==> src/rtl/cmd_dma_pkg.sv <==
package cmd_dma_pkg;

  typedef enum logic [1:0] {
    ST_OK      = 2'd0,
    ST_BADLEN  = 2'd1,
    ST_BUSERR  = 2'd2,
    ST_TIMEOUT = 2'd3
  } dma_status_e;

  typedef enum logic [2:0] {
    S_IDLE,
    S_FETCH,
    S_BUS,
    S_PUSH,
    S_DONE
  } dma_state_e;

endpackage

==> src/rtl/cmd_len_check.sv <==
module cmd_len_check #(
  parameter int LEN_W     = 14,
  parameter int MAX_BYTES = 8192,
  parameter int WC_W      = LEN_W - 2
) (
  input  logic [LEN_W-1:0] len,
  output logic             len_ok,
  output logic [WC_W-1:0]  words
);

  localparam logic [LEN_W-1:0] LIMIT = LEN_W'(MAX_BYTES);

  always_comb begin
    len_ok = (len != '0) && (len[1:0] == 2'b00) && (len <= LIMIT);
    words  = len[LEN_W-1:2];
  end

endmodule

==> src/rtl/dma_addr_gen.sv <==
module dma_addr_gen #(
  parameter int AW   = 32,
  parameter int STEP = 4
) (
  input  logic          clk,
  input  logic          rst,
  input  logic          load,
  input  logic [AW-1:0] start,
  input  logic          fixed,
  input  logic          adv,
  output logic [AW-1:0] adr
);

  logic [AW-1:0] adr_q;
  logic          fixed_q;

  always_ff @(posedge clk) begin
    if (rst) begin
      adr_q   <= '0;
      fixed_q <= 1'b0;
    end else if (load) begin
      adr_q   <= start;
      fixed_q <= fixed;
    end else if (adv && !fixed_q) begin
      adr_q   <= adr_q + AW'(STEP);
    end
  end

  assign adr = adr_q;

endmodule

==> src/rtl/dma_bus_watchdog.sv <==
module dma_bus_watchdog #(
  parameter int TO_CYCLES = 256,
  parameter int CW        = (TO_CYCLES > 1) ? $clog2(TO_CYCLES) : 1
) (
  input  logic clk,
  input  logic rst,
  input  logic active,
  output logic expired
);

  localparam logic [CW-1:0] LAST = CW'(TO_CYCLES - 1);

  logic [CW-1:0] cnt_q;

  always_ff @(posedge clk) begin
    if (rst || !active) begin
      cnt_q <= '0;
    end else if (cnt_q != LAST) begin
      cnt_q <= cnt_q + 1'b1;
    end
  end

  assign expired = active && (cnt_q == LAST);

endmodule

==> src/rtl/cmd_dma_master.sv <==
module cmd_dma_master
  import cmd_dma_pkg::*;
#(
  parameter int AW        = 32,
  parameter int DW        = 32,
  parameter int LEN_W     = 14,
  parameter int MAX_BYTES = 8192,
  parameter int TO_CYCLES = 256
) (
  input  logic             clk,
  input  logic             rst,
  input  logic             cmd_valid,
  output logic             cmd_ready,
  input  logic             cmd_write,
  input  logic             cmd_fixed,
  input  logic [AW-1:0]    cmd_addr,
  input  logic [LEN_W-1:0] cmd_len,
  input  logic             wr_valid,
  output logic             wr_ready,
  input  logic [DW-1:0]    wr_data,
  output logic             rd_valid,
  input  logic             rd_ready,
  output logic [DW-1:0]    rd_data,
  output logic             wb_cyc,
  output logic             wb_stb,
  output logic             wb_we,
  output logic [AW-1:0]    wb_adr,
  output logic [DW-1:0]    wb_dat_o,
  input  logic [DW-1:0]    wb_dat_i,
  input  logic             wb_ack,
  input  logic             wb_err,
  output logic             done_valid,
  output logic [1:0]       done_status
);

  localparam int WC_W = LEN_W - 2;
  localparam int STEP = DW / 8;

  dma_state_e      state_q;
  dma_status_e     status_q;
  logic            we_q;
  logic [WC_W-1:0] left_q;
  logic [DW-1:0]   wdat_q;
  logic [DW-1:0]   rdat_q;

  logic            len_ok;
  logic [WC_W-1:0] len_words;
  logic            accept;
  logic            in_bus;
  logic            timeout_hit;
  logic            beat_ack;

  cmd_len_check #(
    .LEN_W(LEN_W), .MAX_BYTES(MAX_BYTES), .WC_W(WC_W)
  ) u_len (
    .len(cmd_len), .len_ok(len_ok), .words(len_words)
  );

  assign accept   = cmd_valid && (state_q == S_IDLE);
  assign in_bus   = (state_q == S_BUS);
  assign beat_ack = in_bus && wb_ack && !wb_err;

  dma_addr_gen #(.AW(AW), .STEP(STEP)) u_addr (
    .clk(clk), .rst(rst),
    .load(accept), .start(cmd_addr), .fixed(cmd_fixed),
    .adv(beat_ack), .adr(wb_adr)
  );

  dma_bus_watchdog #(.TO_CYCLES(TO_CYCLES)) u_wdog (
    .clk(clk), .rst(rst), .active(in_bus), .expired(timeout_hit)
  );

  always_ff @(posedge clk) begin
    if (rst) begin
      state_q  <= S_IDLE;
      status_q <= ST_OK;
      we_q     <= 1'b0;
      left_q   <= '0;
      wdat_q   <= '0;
      rdat_q   <= '0;
    end else begin
      unique case (state_q)
        S_IDLE: if (cmd_valid) begin
          we_q   <= cmd_write;
          left_q <= len_words;
          if (!len_ok) begin
            status_q <= ST_BADLEN;
            state_q  <= S_DONE;
          end else begin
            status_q <= ST_OK;
            state_q  <= cmd_write ? S_FETCH : S_BUS;
          end
        end
        S_FETCH: if (wr_valid) begin
          wdat_q  <= wr_data;
          state_q <= S_BUS;
        end
        S_BUS: begin
          if (wb_err) begin
            status_q <= ST_BUSERR;
            state_q  <= S_DONE;
          end else if (wb_ack) begin
            left_q <= left_q - 1'b1;
            if (!we_q) begin
              rdat_q  <= wb_dat_i;
              state_q <= S_PUSH;
            end else if (left_q == WC_W'(1)) begin
              state_q <= S_DONE;
            end else begin
              state_q <= S_FETCH;
            end
          end else if (timeout_hit) begin
            status_q <= ST_TIMEOUT;
            state_q  <= S_DONE;
          end
        end
        S_PUSH: if (rd_ready) begin
          state_q <= (left_q == '0) ? S_DONE : S_BUS;
        end
        S_DONE:  state_q <= S_IDLE;
        default: state_q <= S_IDLE;
      endcase
    end
  end

  assign cmd_ready   = (state_q == S_IDLE);
  assign wr_ready    = (state_q == S_FETCH);
  assign rd_valid    = (state_q == S_PUSH);
  assign rd_data     = rdat_q;
  assign wb_cyc      = in_bus;
  assign wb_stb      = in_bus;
  assign wb_we       = we_q;
  assign wb_dat_o    = wdat_q;
  assign done_valid  = (state_q == S_DONE);
  assign done_status = status_q;

  // a refused length completes immediately with the bad-length code
  a_r2_reject_badlen: assert property (@(posedge clk) disable iff (rst)
    (cmd_valid && cmd_ready && !len_ok) |=> (done_valid && done_status == 2'd1 && !wb_stb));

  // a missing payload word holds off the bus cycle
  a_r5_wr_stall: assert property (@(posedge clk) disable iff (rst)
    (wr_ready && !wr_valid) |=> !wb_stb);

  // a read word not yet taken holds off the next bus cycle
  a_r6_rd_stall: assert property (@(posedge clk) disable iff (rst)
    (rd_valid && !rd_ready) |=> !wb_stb);

  // an unanswered strobe keeps its address and data
  a_r7_hold_cycle: assert property (@(posedge clk) disable iff (rst)
    (wb_stb && !wb_ack && !wb_err && !timeout_hit) |=>
      (wb_stb && $stable(wb_adr) && $stable(wb_dat_o) && $stable(wb_we)));

  // an error ends bus activity
  a_r8_err_abort: assert property (@(posedge clk) disable iff (rst)
    (wb_stb && wb_err) |=> (!wb_stb && done_valid && done_status == 2'd2));

  // completion is a single-cycle pulse followed by readiness
  a_r10_done_pulse: assert property (@(posedge clk) disable iff (rst)
    done_valid |=> (!done_valid && cmd_ready));

endmodule

==> config.mk <==
export PLATFORM = sky130hd
export DESIGN_NAME = cmd_dma_master
export DESIGN_NICKNAME = d
export VERILOG_FILES = /design/src/rtl/cmd_dma_pkg.sv /design/src/rtl/cmd_len_check.sv /design/src/rtl/dma_addr_gen.sv /design/src/rtl/dma_bus_watchdog.sv /design/src/rtl/cmd_dma_master.sv
export SDC_FILE = /design/constraint.sdc
export NUM_CORES = 1
export LEC_CHECK = 0
export ABC_AREA = 1
export BUFFER_PORTS_ARGS = -buffer_cell sky130_fd_sc_hd__buf_2
export CORE_ASPECT_RATIO = 0.8
export CORE_MARGIN = 2
export CORE_UTILIZATION = 47
export CTS_CLUSTER_SIZE = 25
export DETAILED_ROUTE_END_ITERATION = 10
export PLACE_DENSITY = 0.76
export SYNTH_ARGS = -nofsm -noshare
export SYNTH_HDL_FRONTEND = slang
export SYNTH_HIERARCHICAL = 1
export SYNTH_SLANG_ARGS = --single-unit
==> constraint.sdc <==
create_clock -name clk -period 2.9 [get_ports clk]
set_input_delay 0.145 -clock clk [delete_from_list [all_inputs] [get_ports clk]]
set_output_delay 0.145 -clock clk [all_outputs]
set_load 0.05 [all_outputs]
Yosys cells after proc, flatten, opt, wreduce, memory -nomap -nowiden
Cells that the tools add are included.
W data, S select, Z words.
{ "totals": {"reg_bits": 123, "ram_bits": 0, "inputBits": 119, "romBits": 0, "latchBits": 0, "out_inout_bits": 105, "memories": 0, "wordCells": 77} }
{ "op_classes": {"n_shift": 0, "n_eq_ne": 15, "n_lt_le_gt_ge": 1, "n_div": 0, "reduce_logical": 23, "add_sub_neg": 3, "n_mul": 0, "bitwise_logic": 2, "mux": 24} }
{ "op_table": {"columns": ["operator", "count"], "rows": [
  ["$mux W32", 2],
  ["$mux W12", 3],
  ["$add A32 B3 Y32 const B", 1],
  ["$mux W3", 10],
  ["$pmux W12 S2", 1],
  ["$reduce_and A4 Y1", 4],
  ["$le A14 B14 Y1 const B", 1],
  ["$reduce_bool A14 Y1", 1],
  ["$eq A12 B1 Y1 const B", 1],
  ["$logic_not A12 Y1", 1],
  ["$pmux W3 S4", 1],
  ["$sub A12 B1 Y12 const B", 1],
  ["$mux W2", 5],
  ["$add A8 B1 Y8 const B", 1],
  ["$eq A8 B8 Y1 const B", 1],
  ["$ne A2 B2 Y1 const B", 4],
  ["$ne A8 B8 Y1 const B", 1],
  ["$logic_and A1 B1 Y1", 7],
  ["$eq A3 B2 Y1 const B", 2],
  ["$ne A4 B3 Y1 const B", 1],
  ["$pmux W2 S2", 1],
  ["$reduce_and A2 Y1", 2],
  ["$reduce_bool A2 Y1", 2],
  ["$eq A3 B1 Y1 const B", 1],
  ["10 further kinds", 13]
]} }

Longest topological paths before layout
Gate-level depths: netlist (run 1).
{ "depth": {"depth_word": 6, "mapped_depth": 14, "ltp_nobuf": 14} }

Modules after synthesis
The synthesis (run 1) kept the hierarchy.
{ "modules_own_cells": {"columns": ["mod", "seq_area_each_um2", "area_each_um2", "instances", "cells_each"], "rows": [
  ["cmd_dma_master", 1641.6, 3498.4, 1, 495],
  ["dma_addr_gen", 660.6, 2391.0, 1, 393],
  ["dma_bus_watchdog", 160.2, 435.4, 1, 66],
  ["cmd_len_check", 0.0, 166.4, 1, 30]
]} }

Worst setup path before layout (run 1)
Ideal clock, no wire load.
{ "synth_timing": {"path_kind": "reg-to-reg", "startpoint": "register state_q[2]", "endpoint": "register state_q[0]", "n_path_buf": 0, "synth_period_minus_slack_ns": 2.033, "setup_time_ns": 0.071, "t_arrival_ns": 1.962, "required_ns": 2.829, "path_stages_with_launch": 6, "slack_ns": 0.867, "cell_sequence": "dfxtp_1 -> nor3_1 -> nand3_1 -> nand2_1 -> nand2_1 -> a21oi_1"} }
{ "synth_via": {"elab_cells_between_ends": 11, "cone_classes": "eq/ne (7); mux (1); reduce/logical (3)"} }
{ "synth_rtl": {"columns": ["item", "line_no", "rtl"], "rows": [
  ["start, declared", "cmd_dma_master.sv:39", "dma_state_e state_q;"],
  ["start signal, assigned", "cmd_dma_master.sv:91", "state_q <= cmd_write ? S_FETCH : S_BUS;"],
  ["start signal, assigned", "cmd_dma_master.sv:118", "state_q <= (left_q == '0) ? S_DONE : S_BUS;"],
  ["$logic_not A3 Y1 *", null, null],
  ["net cmd_ready", "cmd_dma_master.sv:13", "output logic cmd_ready,"],
  ["$ne A2 B2 Y1 (no line)", null, null],
  ["$reduce_and A4 Y1 (no line)", null, null]
]} }
Mark *: on every way through the listed nets, which the timed path passes. The rest lies on a longest branch.
A chain may end at the register's enable or synchronous reset.

Worst setup path after layout (run 1)
{ "layout_timing": {"startpoint": "register state_q[1]", "endpoint": "register u_addr.adr_q[2], in the netlist u_addr/adr[2]"} }
{ "layout_via": {"elab_cells_between_ends": 8, "cone_classes": "eq/ne (1); mux (1); reduce/logical (6)"} }
{ "layout_rtl": {"columns": ["item", "line_no", "rtl"], "rows": [
  ["$logic_not A3 Y1 *", "cmd_dma_master.sv:59", "assign accept = cmd_valid && (state_q == S_IDLE);"],
  ["$logic_and A1 B1 Y1 *", "cmd_dma_master.sv:59", null],
  ["net accept", "cmd_dma_master.sv:48", "logic accept;"],
  ["$mux W32 or $reduce_bool A2 Y1 (tied branches)", null, null],
  ["end signal, assigned", "dma_addr_gen.sv:22", "adr_q <= start;"],
  ["end signal, assigned", "dma_addr_gen.sv:25", "adr_q <= adr_q + AW'(STEP);"],
  ["end, declared", "dma_addr_gen.sv:14", "logic [AW-1:0] adr_q;"]
]} }
Marked as above.

==> results.py, run 1 <==
metrics = {
    "critical_path": {
        "critical_path_depth": 6,
        "cp_common_cell": "inv_1",
        "crit_type": "flop to flop",
        "slowest_stage": "nor2_4",
        "endpoint": "u_addr/adr[2]",
        "cp_max_fo": 34,
        "r2r-end": "u_addr/adr[2]",
        "worst-r2r-cell-count": 6,
        "endpoint_kind": "flop",
        "r2r_start": "state_q[1]",
        "required_ns": 3.21,
        "startpoint_type": "flop",
        "setup.worst_path.start": "state_q[1]",
        "worst-path-buf-inv": 3,
        "crit_chain": "inv_2, nand3_2, inv_1, nor2_4, inv_1, a221oi_1",
        "path_delay_family": "simple AND/OR/NAND/NOR gates",
        "max_stage_delay_ns": 0.62,
        "r2r_setup_slack_ns": 0.54,
        "cp.arrival_ns": 2.66,
    },
    "synth": {
        "synth_most_common_cell": "nor2_1",
        "ys_ff_latch": 123,
        "syn_nets": 1108,
        "mappedNetlistArea_sq_um": 6491,
        "synthTopCellsByCount": "253 x nor2_1, 195 x nand2_1, 123 x dfxtp_1",
        "synth_area_per_cell_sq_um": 6.597,
        "synth_ff_type": "dfxtp_1",
        "synth_cell_type_count": 37,
        "ys_warn_count": 6,
        "synth_edf_count": 0,
        "synth_area_leaders": "dfxtp_1 38%, nor2_1 15%, nand2_1 11%",
        "async_flop_share_pct": 0,
        "synth_top_cell_area_share_pct": 37.93,
        "yosys.area.top_type": "dfxtp_1",
        "syn_inst": 984,
        "yosysSeqAreaShare_pct": 37.93,
    },
    "floorplan": {
        "io_pins": 224,
        "die_h_microns": 109.1,
        "start_util_pct": 48.07,
        "die_w_microns": 135.4,
        "fp.dieArea_sq_um": 14770,
        "core_sq_um": 13500,
        "row_count": 38,
    },
    "global_routing": {
        "antenna_found_initial": 0,
        "grt_first_pass_wirelength_microns": 33040,
        "grt_pass1_vias": 6860,
        "overflow": 0,
        "grt_max_degree": 43,
        "grtUsageTotal_pct": 28.07,
    },
    "run": {
        "maxCapViolations": 0,
    },
    "finish": {
        "nets": 1364,
        "n_antenna_cell": 0,
        "syn_to_final_growth_pct": 35.64,
        "drive_above_1_share_pct": 25.62,
    },
    "drt": {
        "drtPass1Iterations": 6,
        "ant_nets": 0,
        "wl_per_cell_microns": 14.24,
        "avgViaCountPerCell": 5.108,
        "route.vias.total": 7320,
        "initialDrtViolationCount": 654,
        "drc": 0,
        "wl_microns": 20400,
    },
    "sta": {
        "period_minus_slack_ns": 2.358,
        "slew_viol_final": 0,
        "rsz0062_at_grt": "no",
        "max_clock_freq_mhz": 424.1,
        "fin_crit_sh_pct": 81.30,
        "setup_viol": 0,
        "hold_viol": 0,
        "fin_skew_ns": 0.008466,
        "setup_tns_ns": 0,
        "max_slew_margin_pct": 49.55,
        "worst_slew_pin_slew_ns": 0.7549,
    },
    "clock_network": {
        "cts_root_buf": "clkbuf_16",
        "h-tree-depth": 4,
        "cts.clk_slew.worst_paths_ns": 0.05,
        "cts_hold_buf": 61,
        "cts_buffer_depth": 2,
        "ctsResizeCount": 0,
        "post_cts_buffers": 0,
        "cts.sinks": 123,
        "cts_tree": "built",
        "clk_latency_ns": 0.42,
        "cts_made_buffers": 17,
    },
    "place": {
        "gp_congestion": 0.9355,
        "port_buffers": 223,
        "dpl.hpwl_microns": 13580,
    },
    "power_and_ir_drop": {
        "ir_worst_vdd_v": 0.0004634,
        "leakagePower_nw": 4.135,
        "power.total_mw": 4.970,
        "p_per_area_nw_per_um2": 564.4,
    },
    "worst_hold_path": {
        "min_path_type": "primary input to flop",
        "hp-start": "wr_data[5]",
    },
    "run_status": {
        "status": "finished, final reports clean",
    },
}
-- area by class of cell --
type	count	area (sq um)
fill	1198	4698
clock inverter	12	171.4
sequential	123	2462
multi-input combinational	735	3437
inverter	72	270.3
tap	180	225.2
clock buffer	20	446.7
timing repair buffer	291	1792
-- cell families (layout without fill, tap and decap cells) --
group                    count (synthesis)  in the layout  share of synthesized area, %
adder cells (fa/ha/maj)                  5              5                        0.9638
AO/OA/AOI/OAI                          172            172                         14.53
AND/OR/NAND/NOR                        558            558                         37.45
flip-flops                             123            123                         37.93
buffers and inverters                  126            395                         9.117
-- cells in the final DEF, fill, tap and decap left out, types with 17 or more instances in the layout --
master	instances
nand3_1	52
dlygate4sd3_1	61
buf_2	223
inv_1	61
o21ai_0	89
dfxtp_1	123
a21oi_1	44
clkbuf_16	17
nand2_1	195
nor2_1	253
-- per-layer routing --
layer,global-route usage (%),routed length (microns)
met5,0,0
met4,7.887,221
met3,7.717,1709
met2,47.21,9376
met1,35.59,9096
-- sequential cells by signal (all words and copies together) (netlist names) --
signal	flops
left_q	12
wb_we	1
u_addr/adr	32
done_status	2
state_q	3
u_addr/fixed_q	1
rd_data	32
u_wdog/cnt_q	8
wb_dat_o	32
-- stage by stage --
| step | utilization, % | instance area [sq um] | cells | hold slack, ns | setup slack (ns) |
|---|---|---|---|---|---|
| 3_5_place_dp | 56.11 | 7576 | 1340 | 0.3731 | 0.5606 |
| 4_1_cts | 65.21 | 8805 | 1433 | 0.005839 | 0.5349 |
| 3_3_place_gp | 56.11 | 7576 | 1340 | 0.3674 | 0.6605 |
| 6_report | 65.21 | 8805 | 1433 | 0.02069 | 0.5423 |
| 5_1_grt | 65.21 | 8805 | 1433 | 0.006589 | 0.3168 |
| 2_1_floorplan | - | 6491 | 984 | 0.2799 | 0.8670 |
-- how the worst min path moves through the flow --
stage / to / slack [ns] / cells after the start
after floorplan: u_addr/fixed_q / 0.28 / 2
after global placement: rd_data[7] / 0.37 / 3
after detailed placement: rd_data[1] / 0.37 / 3
after CTS: wb_dat_o[5] / 0.006 / 3
after global routing: wb_dat_o[5] / 0.007 / 3
final: wb_dat_o[5] / 0.02 / 3
-- power by group --
part | total, mW | internal (mW) | switching, mW | leakage, nW
Clock | 2.22 | 1.45 | 0.764 | 0.296
Combinational | 0.889 | 0.300 | 0.589 | 2.84
Sequential | 1.86 | 1.77 | 0.0940 | 1.00
-- tightest hold or removal path: cells and delay by family --
family / cells / cell delay, ns
and+or+nand+nor: 1 / 0.09
buffers and inverters: 1 / 0.08
AOI/OAI and AO/OA: 1 / 0.08
Note: power is estimated with default switching activity, not from simulation.
==> run 2: changes to the inputs <==
--- a/config.mk
+++ b/config.mk
@@ -5,14 +5,14 @@
 export SDC_FILE = /design/constraint.sdc
 export NUM_CORES = 1
 export LEC_CHECK = 0
-export ABC_AREA = 1
+export ABC_AREA = 0
 export BUFFER_PORTS_ARGS = -buffer_cell sky130_fd_sc_hd__buf_2
 export CORE_ASPECT_RATIO = 0.8
 export CORE_MARGIN = 2
 export CORE_UTILIZATION = 47
 export CTS_CLUSTER_SIZE = 25
 export DETAILED_ROUTE_END_ITERATION = 10
-export PLACE_DENSITY = 0.76
+export PLACE_DENSITY = 0.77
 export SYNTH_ARGS = -nofsm -noshare
 export SYNTH_HDL_FRONTEND = slang
 export SYNTH_HIERARCHICAL = 1
==> constraint.sdc (replaced) <==
create_clock -name clk -period 2.45 [get_ports clk]
set_input_delay 0.1225 -clock clk [delete_from_list [all_inputs] [get_ports clk]]
set_output_delay 0.1225 -clock clk [all_outputs]
set_load 0.05 [all_outputs]
==> run 2 against run 1 <==
Against the previous run:
- total power up 19%
- setup slack worse by 0.18 ns
- worst hold slack about the same
- largest power group unchanged
- core utilization up 4.6 points
==> results.py, run 2 <==
metrics = {
    "run_status": {
        "status": "finished, final reports clean",
    },
    "critical_path": {
        "cp.arrival_ns": 2.41,
        "cp_max_fo": 11,
        "crit_type": "flop to flop",
        "r2r_start": "state_q[1]",
        "setup.worst_path.start": "state_q[1]",
        "worst-r2r-cell-count": 8,
        "startpoint_type": "flop",
        "endpoint_kind": "flop",
        "required_ns": 2.77,
    },
    "synth": {
        "yosys.area.top_type": "dfxtp_1",
        "syn_nets": 858,
        "synth_most_common_cell": "nand2_1",
        "synthSimpleGateAreaFrac_pct": 27.92,
        "synth-adder-area-share_pct": 1.058,
        "synth_compound_area_share_pct": 17.35,
        "synth_area_per_cell_sq_um": 8.054,
        "ys_warn_count": 6,
        "synth_top_family_by_area": "simple AND/OR/NAND/NOR gates",
        "synth_mux_area_share_pct": 1.862,
        "yosysSeqAreaShare_pct": 41.65,
        "synth_top_cell_area_share_pct": 41.65,
        "async_flop_share_pct": 0,
        "synth_xor_area_share_pct": 4.000,
        "synth_area_leaders": "dfxtp_1 42%, nand2_1 9.7%, a21oi_1 8.0%",
        "mappedNetlistArea_sq_um": 5912,
        "synth_edf_count": 0,
        "synth_cell_type_count": 68,
        "synthTopCellsByCount": "153 x nand2_1, 123 x dfxtp_1, 94 x a21oi_1",
        "synth_ff_type": "dfxtp_1",
        "ys_ff_latch": 123,
        "syn_inst": 734,
    },
    "global_routing": {
        "antenna_found_initial": 1,
        "grtUsageTotal_pct": 28.66,
        "overflow": 0,
        "grt_first_pass_wirelength_microns": 30820,
        "grt_pass1_vias": 6183,
        "grt_max_degree": 53,
    },
    "clock_network": {
        "cts_root_buf": "clkbuf_16",
        "cts_tree": "built",
        "clk_latency_ns": 0.41,
        "cts.clk_slew.worst_paths_ns": 0.06,
        "cts.sinks": 123,
        "cts_buffer_depth": 2,
        "cts_hold_buf": 87,
        "cts_made_buffers": 17,
        "ctsResizeCount": 0,
        "post_cts_buffers": 0,
        "h-tree-depth": 4,
    },
    "sta": {
        "fin_crit_sh_pct": 85.14,
        "period_minus_slack_ns": 2.086,
        "setup_tns_ns": 0,
        "slew_viol_final": 0,
        "rsz0062_at_grt": "no",
        "hold_viol": 0,
        "worst_slew_pin_slew_ns": 0.7198,
        "max_clock_freq_mhz": 479.4,
        "setup_viol": 0,
        "max_slew_margin_pct": 51.64,
        "fin_skew_ns": 0.01595,
    },
    "finish": {
        "final_cell_mix": "222 x buf_2, 153 x nand2_1, 123 x dfxtp_1",
        "postLayoutCoreUtil_pct": 69.79,
        "nets": 1145,
        "syn_to_final_growth_pct": 44.11,
        "drive_above_1_share_pct": 28.24,
        "layout_commonest_cell": "buf_2",
        "fillCellCount": 924,
    },
    "floorplan": {
        "die_w_microns": 129.4,
        "die_h_microns": 104.3,
        "fp.dieArea_sq_um": 13500,
        "start_util_pct": 48.43,
        "io_pins": 224,
        "row_count": 36,
        "core_sq_um": 12210,
    },
    "drt": {
        "route.vias.total": 6477,
        "ant_nets": 0,
        "initialDrtViolationCount": 553,
        "drtPass1Iterations": 5,
        "wl_microns": 19620,
        "drc": 0,
        "avgViaCountPerCell": 5.371,
        "wl_per_cell_microns": 16.27,
    },
    "power_and_ir_drop": {
        "seq_power_share_pct": 37.8,
        "p_int_mw": 4.083,
        "p_clk_share_pct": 41.9,
        "power_frac_comb_pct": 20.3,
        "p_per_area_nw_per_um2": 697.0,
        "switchingPower_mw": 1.856,
        "ir_worst_vdd_v": 0.0004426,
        "leakagePower_nw": 3.603,
        "netSwitchingFraction_pct": 31.25,
    },
    "place": {
        "gp_congestion": 0.8706,
        "port_buffers": 223,
        "dpl.hpwl_microns": 11800,
    },
    "worst_hold_path": {
        "hp-start": "cmd_addr[30]",
        "min_path_type": "primary input to flop",
        "min_path_cells": 3,
    },
    "run": {
        "maxCapViolations": 0,
    },
}
-- run 2: final cells by class --
| class | instances | area, sq um | area share [%] |
|---|---|---|---|
| clock buffer | 19 | 442.9 | 5.199 |
| sequential | 123 | 2462 | 28.90 |
| clock inverter | 13 | 142.6 | 1.674 |
| inverter | 15 | 57.56 | 0.6756 |
| multi-input combinational | 538 | 3085 | 36.22 |
| timing repair buffer | 326 | 2112 | 24.79 |
| tap | 171 | 214.0 | 2.511 |
| antenna | 1 | 2.502 | 0.02937 |
-- run 2: worst paths after layout --
| kind | to | slack, ns |
|---|---|---|
| max | u_addr/adr[27] | 0.36 |
| min | u_addr/adr[30] | 0.02 |
| max reg2reg | u_addr/adr[27] | 0.36 |
| min reg2reg | wb_dat_o[14] | 0.45 |
-- run 2: power groups by stage --
stage / registers [mW] / clock network (mW) / logic [mW]
floorplan: 2.53 / 0 / 0.512
global placement: 2.28 / 0 / 1.06
detailed placement: 2.28 / 0 / 1.07
CTS: 2.24 / 2.52 / 1.18
global route: 2.26 / 2.61 / 1.30
finish: 2.25 / 2.49 / 1.21
-- run 2: critical path, stage by stage, from the launching register on --
cell and delay [ns]:
dfxtp_1 0.33, nand3b_1 0.15, nor3_1 0.25, buf_4 0.19, nand2b_4 0.12, nor4_4 0.43, nand3_1 0.15, xor2_1 0.17
a211oi_1 0.21
-- run 2: per-layer routing --
layer	up-vias	wire length (microns)	global-route usage, %
met3	48	1762	9.362
li1	3130	-	-
met4	0	557	12.27
met5	-	0	0
met1	2982	8105	35.29
met2	317	9196	45.68
-- run 2: stage by stage --
stage                     cells  total power, mW  cell area (sq um)  setup WS (ns)  hold slack [ns]
after global placement     1085            3.346               7051         0.4203           0.3585
after floorplan             734            3.045               5912         0.1590           0.2585
after detailed placement   1085            3.354               7051         0.3669           0.3681
after CTS                  1204            5.943               8507         0.3840         0.004098
final                      1206            5.938               8519         0.3640          0.02082
after global routing       1205            6.164               8517         0.1539         0.008474
-- run 2: cells by family after synthesis --
kind of cell | count (synthesis)
flip-flops | 123
AO/OA/AOI/OAI | 169
adder cells (fa/ha/maj) | 5
buffers and inverters | 73
XOR/XNOR | 27
multiplexers | 11
AND/OR/NAND/NOR | 326
==> run 3: changes to the inputs <==
==> constraint.sdc (replaced) <==
create_clock -name clk -period 2.45 [get_ports clk]
set_input_delay 0.1225 -clock clk [delete_from_list [all_inputs] [get_ports clk]]
set_output_delay 0.1225 -clock clk [all_outputs]
set_load 0.1 [all_outputs]
==> run 3 against run 2 <==
Against the previous run:
- combinational power grew 28%
- critical path depth unchanged
- maximum frequency down 5.7%
- total power rose by 8.3%
- core utilization grew 0.48 points
- cell count hardly changed
- clock skew decreased by 0.00066 ns
- non-clock buffer count shrank 2
- largest cell class unchanged
- largest power group unchanged
- sequential power about the same
- highest routed layer unchanged
- sequential cell count unchanged
- worst hold slack got worse by 0.012 ns
==> results.py, run 3 (synthesis results as in run 2) <==
metrics = {
    "sta": {
        "fin_crit_sh_pct": 90.27,
        "period_minus_slack_ns": 2.212,
        "setup_tns_ns": 0,
        "setup_ws_ns": 0.2383,
        "whs_ns": 0.008591,
        "slew_viol_final": 0,
        "worst_slew_pin_slew_ns": 0.6578,
        "max_slew_margin_pct": 55.81,
        "rsz0062_at_grt": "no",
        "max_clock_freq_mhz": 452.1,
        "fin_skew_ns": 0.01529,
        "hold_viol": 0,
        "setup_viol": 0,
    },
    "drt": {
        "wl_per_cell_microns": 16.47,
        "ant_nets": 0,
        "route.vias.total": 6532,
        "drtPass1Iterations": 5,
        "avgViaCountPerCell": 5.421,
        "wl_microns": 19850,
        "initialDrtViolationCount": 640,
        "drc": 0,
    },
    "clock_network": {
        "cts_made_buffers": 17,
        "post_cts_buffers": 0,
        "clk_latency_ns": 0.41,
        "cts.clk_slew.worst_paths_ns": 0.06,
        "cts_root_buf": "clkbuf_16",
        "cts.sinks": 123,
        "cts_buffer_depth": 2,
        "ctsResizeCount": 0,
        "cts_tree": "built",
        "h-tree-depth": 4,
    },
    "global_routing": {
        "grtUsageTotal_pct": 28.69,
        "grt_pass1_vias": 6223,
        "overflow": 0,
        "grt_max_degree": 53,
        "antenna_found_initial": 2,
        "grt_first_pass_wirelength_microns": 31190,
    },
    "place": {
        "pre_cts_ws_ns": 0.2274,
        "gp_congestion": 0.9054,
        "port_buffers": 223,
        "dpl.hpwl_microns": 12010,
        "place_area_sq_um": 7106,
    },
    "critical_path": {
        "endpoint_kind": "flop",
        "r2r-end": "u_addr/adr[25]",
        "r2r_setup_slack_ns": 0.24,
        "crit_type": "flop to flop",
        "startpoint_type": "flop",
        "setup.worst_path.start": "state_q[1]",
        "cp_max_fo": 11,
        "cp.arrival_ns": 2.50,
        "required_ns": 2.74,
        "worst-r2r-cell-count": 8,
        "r2r_start": "state_q[1]",
    },
    "floorplan": {
        "fp.dieArea_sq_um": 13500,
        "row_count": 36,
        "core_sq_um": 12210,
        "die_w_microns": 129.4,
        "start_util_pct": 48.43,
        "io_pins": 224,
        "die_h_microns": 104.3,
    },
    "finish": {
        "final_cell_mix": "220 x buf_2, 153 x nand2_1, 123 x dfxtp_1",
        "fillCellCount": 926,
        "syn_to_final_growth_pct": 45.10,
        "final_area_sq_um": 8578,
        "layout_commonest_cell": "buf_2",
        "nets": 1143,
        "drive_above_1_share_pct": 28.78,
    },
    "worst_hold_path": {
        "hp-start": "cmd_addr[24]",
        "min_path_cells": 3,
        "min_path_type": "primary input to flop",
        "whs_endpoint": "u_addr/adr[24]",
    },
    "power_and_ir_drop": {
        "leakagePower_nw": 3.619,
        "ir_worst_vdd_v": 0.0005462,
        "power.total_mw": 6.433,
        "p_per_area_nw_per_um2": 749.9,
    },
    "run_status": {
        "status": "finished, final reports clean",
    },
    "run": {
        "maxCapViolations": 0,
    },
}
==> run 3: worst max-delay path by stage <==
stage                          end  slack [ns]
floorplan           u_addr/adr[20]        0.06
global placement    u_addr/adr[21]        0.37
detailed placement  u_addr/adr[25]        0.23
CTS                 u_addr/adr[25]        0.27
global route        u_addr/adr[25]        0.04
finish              u_addr/adr[25]        0.24
==> run 3: cell type report <==
class,instances,area [sq um],share of cell area (%)
Clock buffer,20,466.7,5.440
Clock inverter,12,160.2,1.867
Antenna cell,2,5.005,0.05834
Sequential cell,123,2462,28.70
Inverter,15,57.56,0.6709
Tap cell,171,214.0,2.494
Multi-Input combinational cell,538,3095,36.09
Timing Repair Buffer,324,2117,24.68
==> run 3: repair_timing <==
action | 4_1_cts | 5_1_grt
hold buffers | 84 | 0
setup endpoints to repair | 0 | 0
hold endpoints to repair | 84 | 0
==> run 3: per-stage QoR <==
stage                     utilization, %  cells
final                              70.27   1205
after CTS                          70.23   1203
after global placement             58.21   1087
after floorplan                        -    734
after detailed placement           58.21   1087
after global routing               70.27   1205
==> run 3: routing by layer <==
layer,global-route usage (%),up-vias,wire [microns]
met4,11.02,0,626
met5,0,-,0
met3,9.259,51,1637
li1,-,3139,-
met2,47.07,283,9411
met1,34.76,3059,8177
==> run 3: critical path, cell delays in order, from the launching register on <==
cell and delay, ns:
dfxtp_1 0.33, nand3b_1 0.17, nor3_1 0.28, buf_4 0.19, nand2b_4 0.12, nor4_4 0.41, nand3_1 0.14, xor2_1 0.16
a211oi_1 0.32
==> run 3: power by group <==
group	internal, mW	total (mW)	leakage (nW)	switching [mW]
Clock	1.69	2.64	0.296	0.946
Sequential	2.11	2.25	1.00	0.135
Combinational	0.445	1.55	2.32	1.10
